**config.mk**
```make
export PLATFORM = sky130hd
export DESIGN_NAME = bitonic_sorter
export DESIGN_NICKNAME = d
export VERILOG_FILES = /design/src/rtl/bitonic_sorter.sv
export SDC_FILE = /design/constraint.sdc
export NUM_CORES = 2
export LEC_CHECK = 0
export BUFFER_PORTS_ARGS = -buffer_cell sky130_fd_sc_hd__buf_2
export CAP_MARGIN = 30
export CELL_PAD_IN_SITES_DETAIL_PLACEMENT = 0
export CELL_PAD_IN_SITES_GLOBAL_PLACEMENT = 1
export CORE_MARGIN = 1
export CORE_UTILIZATION = 54
export DETAILED_ROUTE_END_ITERATION = 10
export PLACE_DENSITY = 0.94
export SLEW_MARGIN = 5
export SYNTH_ARGS = -nofsm -noshare
export SYNTH_HDL_FRONTEND = slang
export SYNTH_SLANG_ARGS = --single-unit
```
**constraint.sdc**
```tcl
create_clock -name clk -period 3.75 [get_ports clk]
set_input_delay 0.1875 -clock clk [delete_from_list [all_inputs] [get_ports clk]]
set_output_delay 0.1875 -clock clk [all_outputs]
set_load 0.05 [all_outputs]
```
**src/rtl/bitonic_sorter.sv**
```systemverilog
module bitonic_sorter #(
  parameter int W    = 8,
  parameter bit PIPE = 1'b1
) (
  input  logic            clk,
  input  logic            rst_n,
  input  logic [16*W-1:0] din,
  output logic [16*W-1:0] dout
);
  localparam int N      = 16;
  localparam int LG     = $clog2(N);
  localparam int STAGES = LG * (LG + 1) / 2;
  localparam int SW     = W + LG;

  function automatic int blk_of(input int s);
    int t, r;
    t = s;
    r = 0;
    for (int p = 1; p <= LG; p++) begin
      if (r == 0 && t < p) r = 1 << p;
      if (r == 0) t = t - p;
    end
    return r;
  endfunction

  function automatic int dist_of(input int s);
    int t, r;
    t = s;
    r = 0;
    for (int p = 1; p <= LG; p++) begin
      if (r == 0 && t < p) r = 1 << (p - 1 - t);
      if (r == 0) t = t - p;
    end
    return r;
  endfunction

  function automatic logic [SW-1:0] vsum(input logic [N*W-1:0] v);
    logic [SW-1:0] acc;
    acc = '0;
    for (int k = 0; k < N; k++) acc = acc + SW'(v[k*W +: W]);
    return acc;
  endfunction

  logic [STAGES:0][N*W-1:0]   sv;
  logic [STAGES-1:0][N*W-1:0] nx;

  assign sv[0] = din;
  assign dout  = sv[STAGES];

  for (genvar s = 0; s < STAGES; s++) begin : g_stage
    localparam int K = blk_of(s);
    localparam int J = dist_of(s);
    for (genvar i = 0; i < N; i++) begin : g_lane
      if ((i & J) == 0) begin : g_cell
        localparam bit ASC = ((i & K) == 0);
        logic [W-1:0] a, b;
        logic         sel;
        assign a   = sv[s][i*W +: W];
        assign b   = sv[s][(i+J)*W +: W];
        assign sel = ASC ? (a > b) : (b > a);
        assign nx[s][i*W +: W]     = sel ? b : a;
        assign nx[s][(i+J)*W +: W] = sel ? a : b;
      end
    end

    AST_STAGE_SUM: assert property (@(posedge clk) disable iff (!rst_n) vsum(nx[s]) == vsum(sv[s]));
  end

  if (PIPE) begin : g_pipe
    always_ff @(posedge clk or negedge rst_n) begin
      if (!rst_n) begin
        for (int s = 1; s <= STAGES; s++) sv[s] <= '0;
      end else begin
        for (int s = 1; s <= STAGES; s++) sv[s] <= nx[s-1];
      end
    end

    AST_RESET_CLEAR: assert property (@(posedge clk) !rst_n |=> dout == '0);
  end else begin : g_comb
    for (genvar s = 1; s <= STAGES; s++) begin : g_wire
      assign sv[s] = nx[s-1];
    end

    for (genvar i = 0; i < N; i++) begin : g_max
      AST_TOP_IS_MAX: assert property (@(posedge clk) disable iff (!rst_n) dout[(N-1)*W +: W] >= din[i*W +: W]);
    end
  end

  for (genvar i = 0; i < N - 1; i++) begin : g_ord
    AST_OUT_ORDERED: assert property (@(posedge clk) disable iff (!rst_n) dout[i*W +: W] <= dout[(i+1)*W +: W]);
  end
endmodule

```
* Yosys cells after proc, flatten, opt, wreduce, memory -nomap -nowiden *
Index checks and enable logic that the tools add are counted.

operators by class
  multiply operators = 0
  div/mod/pow operators = 0
  mux-type cells = 160
  add/sub/neg operators = 0
  bitwise operators = 0
  equality and inequality tests = 0
  order comparisons = 80
  shift-type cells = 0
  reductions and logical operators = 0

operators by type and width
  kind          number
  $mux W8       160
  $gt A8 B8 Y1  80

word-level totals
  bits of input ports = 130
  memories kept = 0
  RAM bits = 0
  bits in registers = 1280
  output and inout bits = 128
  memory bits (read-only) = 0
  latch bits = 0
  logic and storage cells = 250

* Logic depth before layout (Yosys ltp) *
  word-level depth = 2
  mapped depth = 9

* Least setup slack after synthesis *
Ideal clock, no wire load.

  kind = flip-flop to flip-flop
  from = reg sv, in the netlist g_stage[7].g_lane[9].g_cell.a[1]
  to = reg sv, in the netlist g_stage[8].g_lane[13].g_cell.a[0]
  buffers on the path = 1
  cell stages (with the launch flop) = 8
  setup slack = 1.767 ns
  setup time = 0.125 ns
  arrival time = 1.857 ns
  cells stage by stage = dfrtp_1 ha_1 nor2b_4 o211ai_2 a21oi_2 o32ai_4 buf_12 mux2_4

RTL lines
  item                RTL line  text
  start: declaration  44        logic [STAGES:0][N*W-1:0] sv;

==> impl_summary.md <==
Status
The run finished with clean final reports.

Yosys
The number of synthesis warnings is 0. Averaged over all synthesized cells, the footprint is 10.0 µm². The synthesized netlist occupies a cell area of 0.0776 mm². The share of the Yosys chip area taken by registers is 0.413. The number of different library cells used by synthesis comes to 35. Yosys attributes the largest share of cell area to sky130_fd_sc_hd__dfrtp_1, sky130_fd_sc_hd__ha_1, sky130_fd_sc_hd__a221o_1, sky130_fd_sc_hd__mux2_2, sky130_fd_sc_hd__nand3_1.

The number of nets handed over by synthesis was 8506. Synthesis inferred 1280 register bits. The share of synthesized area in the top cell type comes to 0.413. The largest area contributor in the synthesized netlist is sky130_fd_sc_hd__dfrtp_1. Synthesis produced a netlist whose cell count is 7736.

Floorplan
Measured along the x axis, the die boundary spans 381 µm. During I/O placement, the number of pins put on the boundary was 258. The effective utilization at floorplan is 0.546.

The area of the placeable core is 0.142 mm². In this run the vertical extent of the chip is 381 µm. The total die area is 0.145 mm².

The number of rows created at floorplan is 138.

STA
The clock tree skew after final layout is 33.1 ps. Setup repair after global routing left no endpoint under its margin. The maximum clock frequency is 368 MHz. The final sum of negative setup slack is 0 ps.

The hold violation count in the final report is 0. The number of pins exceeding their max-slew limit in the final report is 0. At the pin with the least slew margin, the transition time is 1040 ps. Setup slack on the critical path of the routed design comes to 1040 ps.

Setup violations remaining at the end of the flow were counted as 0. The time the worst path needs with I/O delays and setup is 2710 ps. In the finished design, the share of the clock period the worst path needs comes to 0.724. Measured against its own limit, the worst slew margin works out to 0.305.

Cells and area
The layout overhead on the synthesized area is 11.0%. At the end of the flow, the number of nets in the layout was 8789. The final non-filler cell area is 0.0861 mm². Of the cells placed in the final design, the portion with a size suffix greater than 1 is 0.182.

Placed design
The placement-stage cell area is 0.0794 mm². Detailed placement finished with a half-perimeter wire length of 140 mm. At the end of routability-driven placement, the weighted congestion stood at 0.942. In this run the tool buffered the top-level ports with 257 buffer cells. Timing analysis after detailed placement gives a worst setup slack of 1050 ps.

Setup path
The required time of the worst setup path is 4400 ps. The critical path in this run is classified as in2reg. The minimum setup slack among reg-to-reg paths is 1070 ps. The launching element type of the critical path is an input port. Of all nets on the critical path, the largest fanout is 18. The worst reg2reg path endpoint is g_stage[4].g_lane[13].g_cell.a[5]$_DFF_PN0_. STA puts the critical path data arrival time at 3360 ps. The sort of element at the end of the critical path is a flip-flop. The beginning of the worst register-to-register path is g_stage[3].g_lane[9].g_cell.a[4]$_DFF_PN0_. Counting cells, the worst reg-to-reg path comes to 6.

Global route
In the global route stage, overall resource usage came out at 0.259. The largest net degree at the start of global routing is 122. The via count of the first global-routing pass was 57100. The first global-routing pass estimated 306 mm of wire. The number of antenna violations at the first check in global routing is 0. The aggregate global routing overflow is 0.

Routing
In this run the remaining antenna-violating nets after routing total 0. The via count of the routed design is 60700. The initial DRC count is 4588.

The first detailed-routing pass took 6 iterations. The detail-routed via count per cell is 6.06. For this run, design rule violations remaining after detail routing come to 0.

The routed design has 191 mm of wire. After detailed routing, the average wire length per cell comes to 19.0 µm.

Clock network
The CTS tree is yes. The H-tree depth is 4. The root buffer cell is sky130_fd_sc_hd__clkbuf_16.

Counting every sink on the clock net gives 1280. Counting the buffers created by CTS gives 139. Clock-pin slew was measured on the worst setup and hold paths at 60 ps.

At the later pin of the worst-skew pair, clock insertion delay measures 790 ps. Once the clock tree was built, the setup fixing pass inserted 0 buffers. The clock passes through at most 3 buffers.

Min path
The worst hold path class is in2async.

Run
The count of max-cap constraint violations is 0.
==> routing by layer <==
layer / global-route usage / vias up / routed length (µm)
met5: 0 / - / 0
met4: 0.106 / 0 / 7680
met3: 0.0322 / 315 / 7470
met2: 0.447 / 1529 / 94900
met1: 0.329 / 29800 / 80600
li1: - / 29100 / -
==> area by class of cell <==
class | instances | area [µm²]
fill | 11400 | 56000
multi-input combinational | 5384 | 40500
sequential | 1280 | 32000
timing repair buffer | 530 | 3990
clock buffer | 181 | 3880
inverter | 684 | 2570
tap | 1890 | 2360
clock inverter | 65 | 792
antenna | 1 | 2.50
==> state kept, by name, indices dropped and copies added (netlist names) <==
register                 count
g_stage.g_lane.g_cell.b    576
g_stage.g_lane.g_cell.a    576
dout                       128
==> worst max path at each step <==
stage	slack, ps	to	startpoint	depth (start not counted)
6_report	1040	g_stage[1].g_lane[0].g_cell.a[6]$_DFF_PN0_	din[15]	9
5_1_grt	910	g_stage[4].g_lane[13].g_cell.a[5]$_DFF_PN0_	g_stage[3].g_lane[9].g_cell.a[4]$_DFF_PN0_	6
4_1_cts	940	g_stage[1].g_lane[5].g_cell.b[2]$_DFF_PN0_	din[53]	9
3_5_place_dp	1050	g_stage[2].g_lane[8].g_cell.b[4]$_DFF_PN0_	g_stage[1].g_lane[9].g_cell.b[5]$_DFF_PN0_	6
3_3_place_gp	1110	g_stage[4].g_lane[13].g_cell.a[4]$_DFF_PN0_	g_stage[3].g_lane[9].g_cell.a[5]$_DFF_PN0_	6
2_1_floorplan	1770	g_stage[8].g_lane[13].g_cell.a[0]$_DFF_PN0_	g_stage[7].g_lane[9].g_cell.a[1]$_DFF_PN0_	7
==> what timing repair did <==
action                                  4_1_cts  5_1_grt
hold buffers                                193        0
gates resized for setup                       0        0
endpoints found under the setup margin        0        0
hold endpoints to repair                    252        0
==> synthesized netlist by cell type <==
master and instances:
sky130_fd_sc_hd__a211oi_1 70, sky130_fd_sc_hd__a211oi_2 1, sky130_fd_sc_hd__a21boi_2 35, sky130_fd_sc_hd__a21oi_1 282, sky130_fd_sc_hd__a21oi_2 1, sky130_fd_sc_hd__a221o_1 704, sky130_fd_sc_hd__and4_1 79, sky130_fd_sc_hd__buf_12 1
sky130_fd_sc_hd__buf_2 176, sky130_fd_sc_hd__buf_4 35, sky130_fd_sc_hd__buf_6 88, sky130_fd_sc_hd__clkbuf_1 88, sky130_fd_sc_hd__dfrtp_1 1280, sky130_fd_sc_hd__ha_1 640, sky130_fd_sc_hd__inv_1 684, sky130_fd_sc_hd__mux2_1 10
sky130_fd_sc_hd__mux2_2 486, sky130_fd_sc_hd__mux2_4 10, sky130_fd_sc_hd__nand2_1 932, sky130_fd_sc_hd__nand2b_1 17, sky130_fd_sc_hd__nand2b_4 27, sky130_fd_sc_hd__nand3_1 704, sky130_fd_sc_hd__nand4_1 37, sky130_fd_sc_hd__nand4_4 44
sky130_fd_sc_hd__nor2_1 106, sky130_fd_sc_hd__nor2b_1 35, sky130_fd_sc_hd__nor2b_4 1, sky130_fd_sc_hd__nor3b_2 44, sky130_fd_sc_hd__o211ai_2 36, sky130_fd_sc_hd__o21ai_0 484, sky130_fd_sc_hd__o21ai_1 370, sky130_fd_sc_hd__o21ai_2 123
sky130_fd_sc_hd__o221a_2 70, sky130_fd_sc_hd__o32ai_4 1, sky130_fd_sc_hd__or2_2 35
==> placed cells by master, fill, tap and decap left out, drive strengths merged <==
cell type / Yosys / routed
nand2b: 44 / 44
o221a: 70 / 70
clkinvlp: 0 / 10
o21ai: 977 / 977
o211ai: 36 / 36
nor2b: 36 / 36
buf: 300 / 336
inv: 684 / 694
a211oi: 71 / 71
mux2: 506 / 506
ha: 640 / 640
and4: 79 / 79
a21oi: 283 / 283
nand4: 81 / 81
dfrtp: 1280 / 1280
a21boi: 35 / 35
nor2: 106 / 106
nor3b: 44 / 44
clkinv: 0 / 33
or2: 35 / 35
o32ai: 1 / 1
nand2: 932 / 932
nand3: 704 / 704
clkbuf: 88 / 182
dlygate4sd3: 0 / 193
bufinv: 0 / 12
diode: 0 / 1
a221o: 704 / 704
==> through the flow <==
step	hold WS [ps]	utilization	std cells
6_report	15.3	0.606	10000
5_1_grt	80.0	0.606	10000
4_1_cts	33.4	0.605	10000
3_5_place_dp	285	0.559	9565
3_3_place_gp	277	0.559	9562
2_1_floorplan	-108	-	7736
==> logic make-up (layout without fill, tap and decap cells) <==
| group | after synthesis | count (layout) | share of synthesized area |
|---|---|---|---|
| flops | 1280 | 1280 | 0.413 |
| compound gates | 2177 | 2177 | 0.206 |
| buf+inv | 1072 | 1460 | 0.0651 |
| other cells | 0 | 1 | 0 |
| simple gates | 2061 | 2061 | 0.139 |
| mux | 506 | 506 | 0.0739 |
| fa+ha+maj | 640 | 640 | 0.103 |
==> worst max-delay path: stages <==
cell	delay [ps]
sky130_fd_sc_hd__dlygate4sd3_1	530
sky130_fd_sc_hd__buf_2	160
sky130_fd_sc_hd__inv_1	50
sky130_fd_sc_hd__ha_1	330
sky130_fd_sc_hd__nand4_4	230
sky130_fd_sc_hd__nand2b_1	550
sky130_fd_sc_hd__o21ai_2	350
sky130_fd_sc_hd__a221o_1	390
sky130_fd_sc_hd__dlygate4sd3_1	570
Power is left out: the tool's default activity adds up to more than one toggle a clock period on the data nets, which glitch-free logic cannot reach.
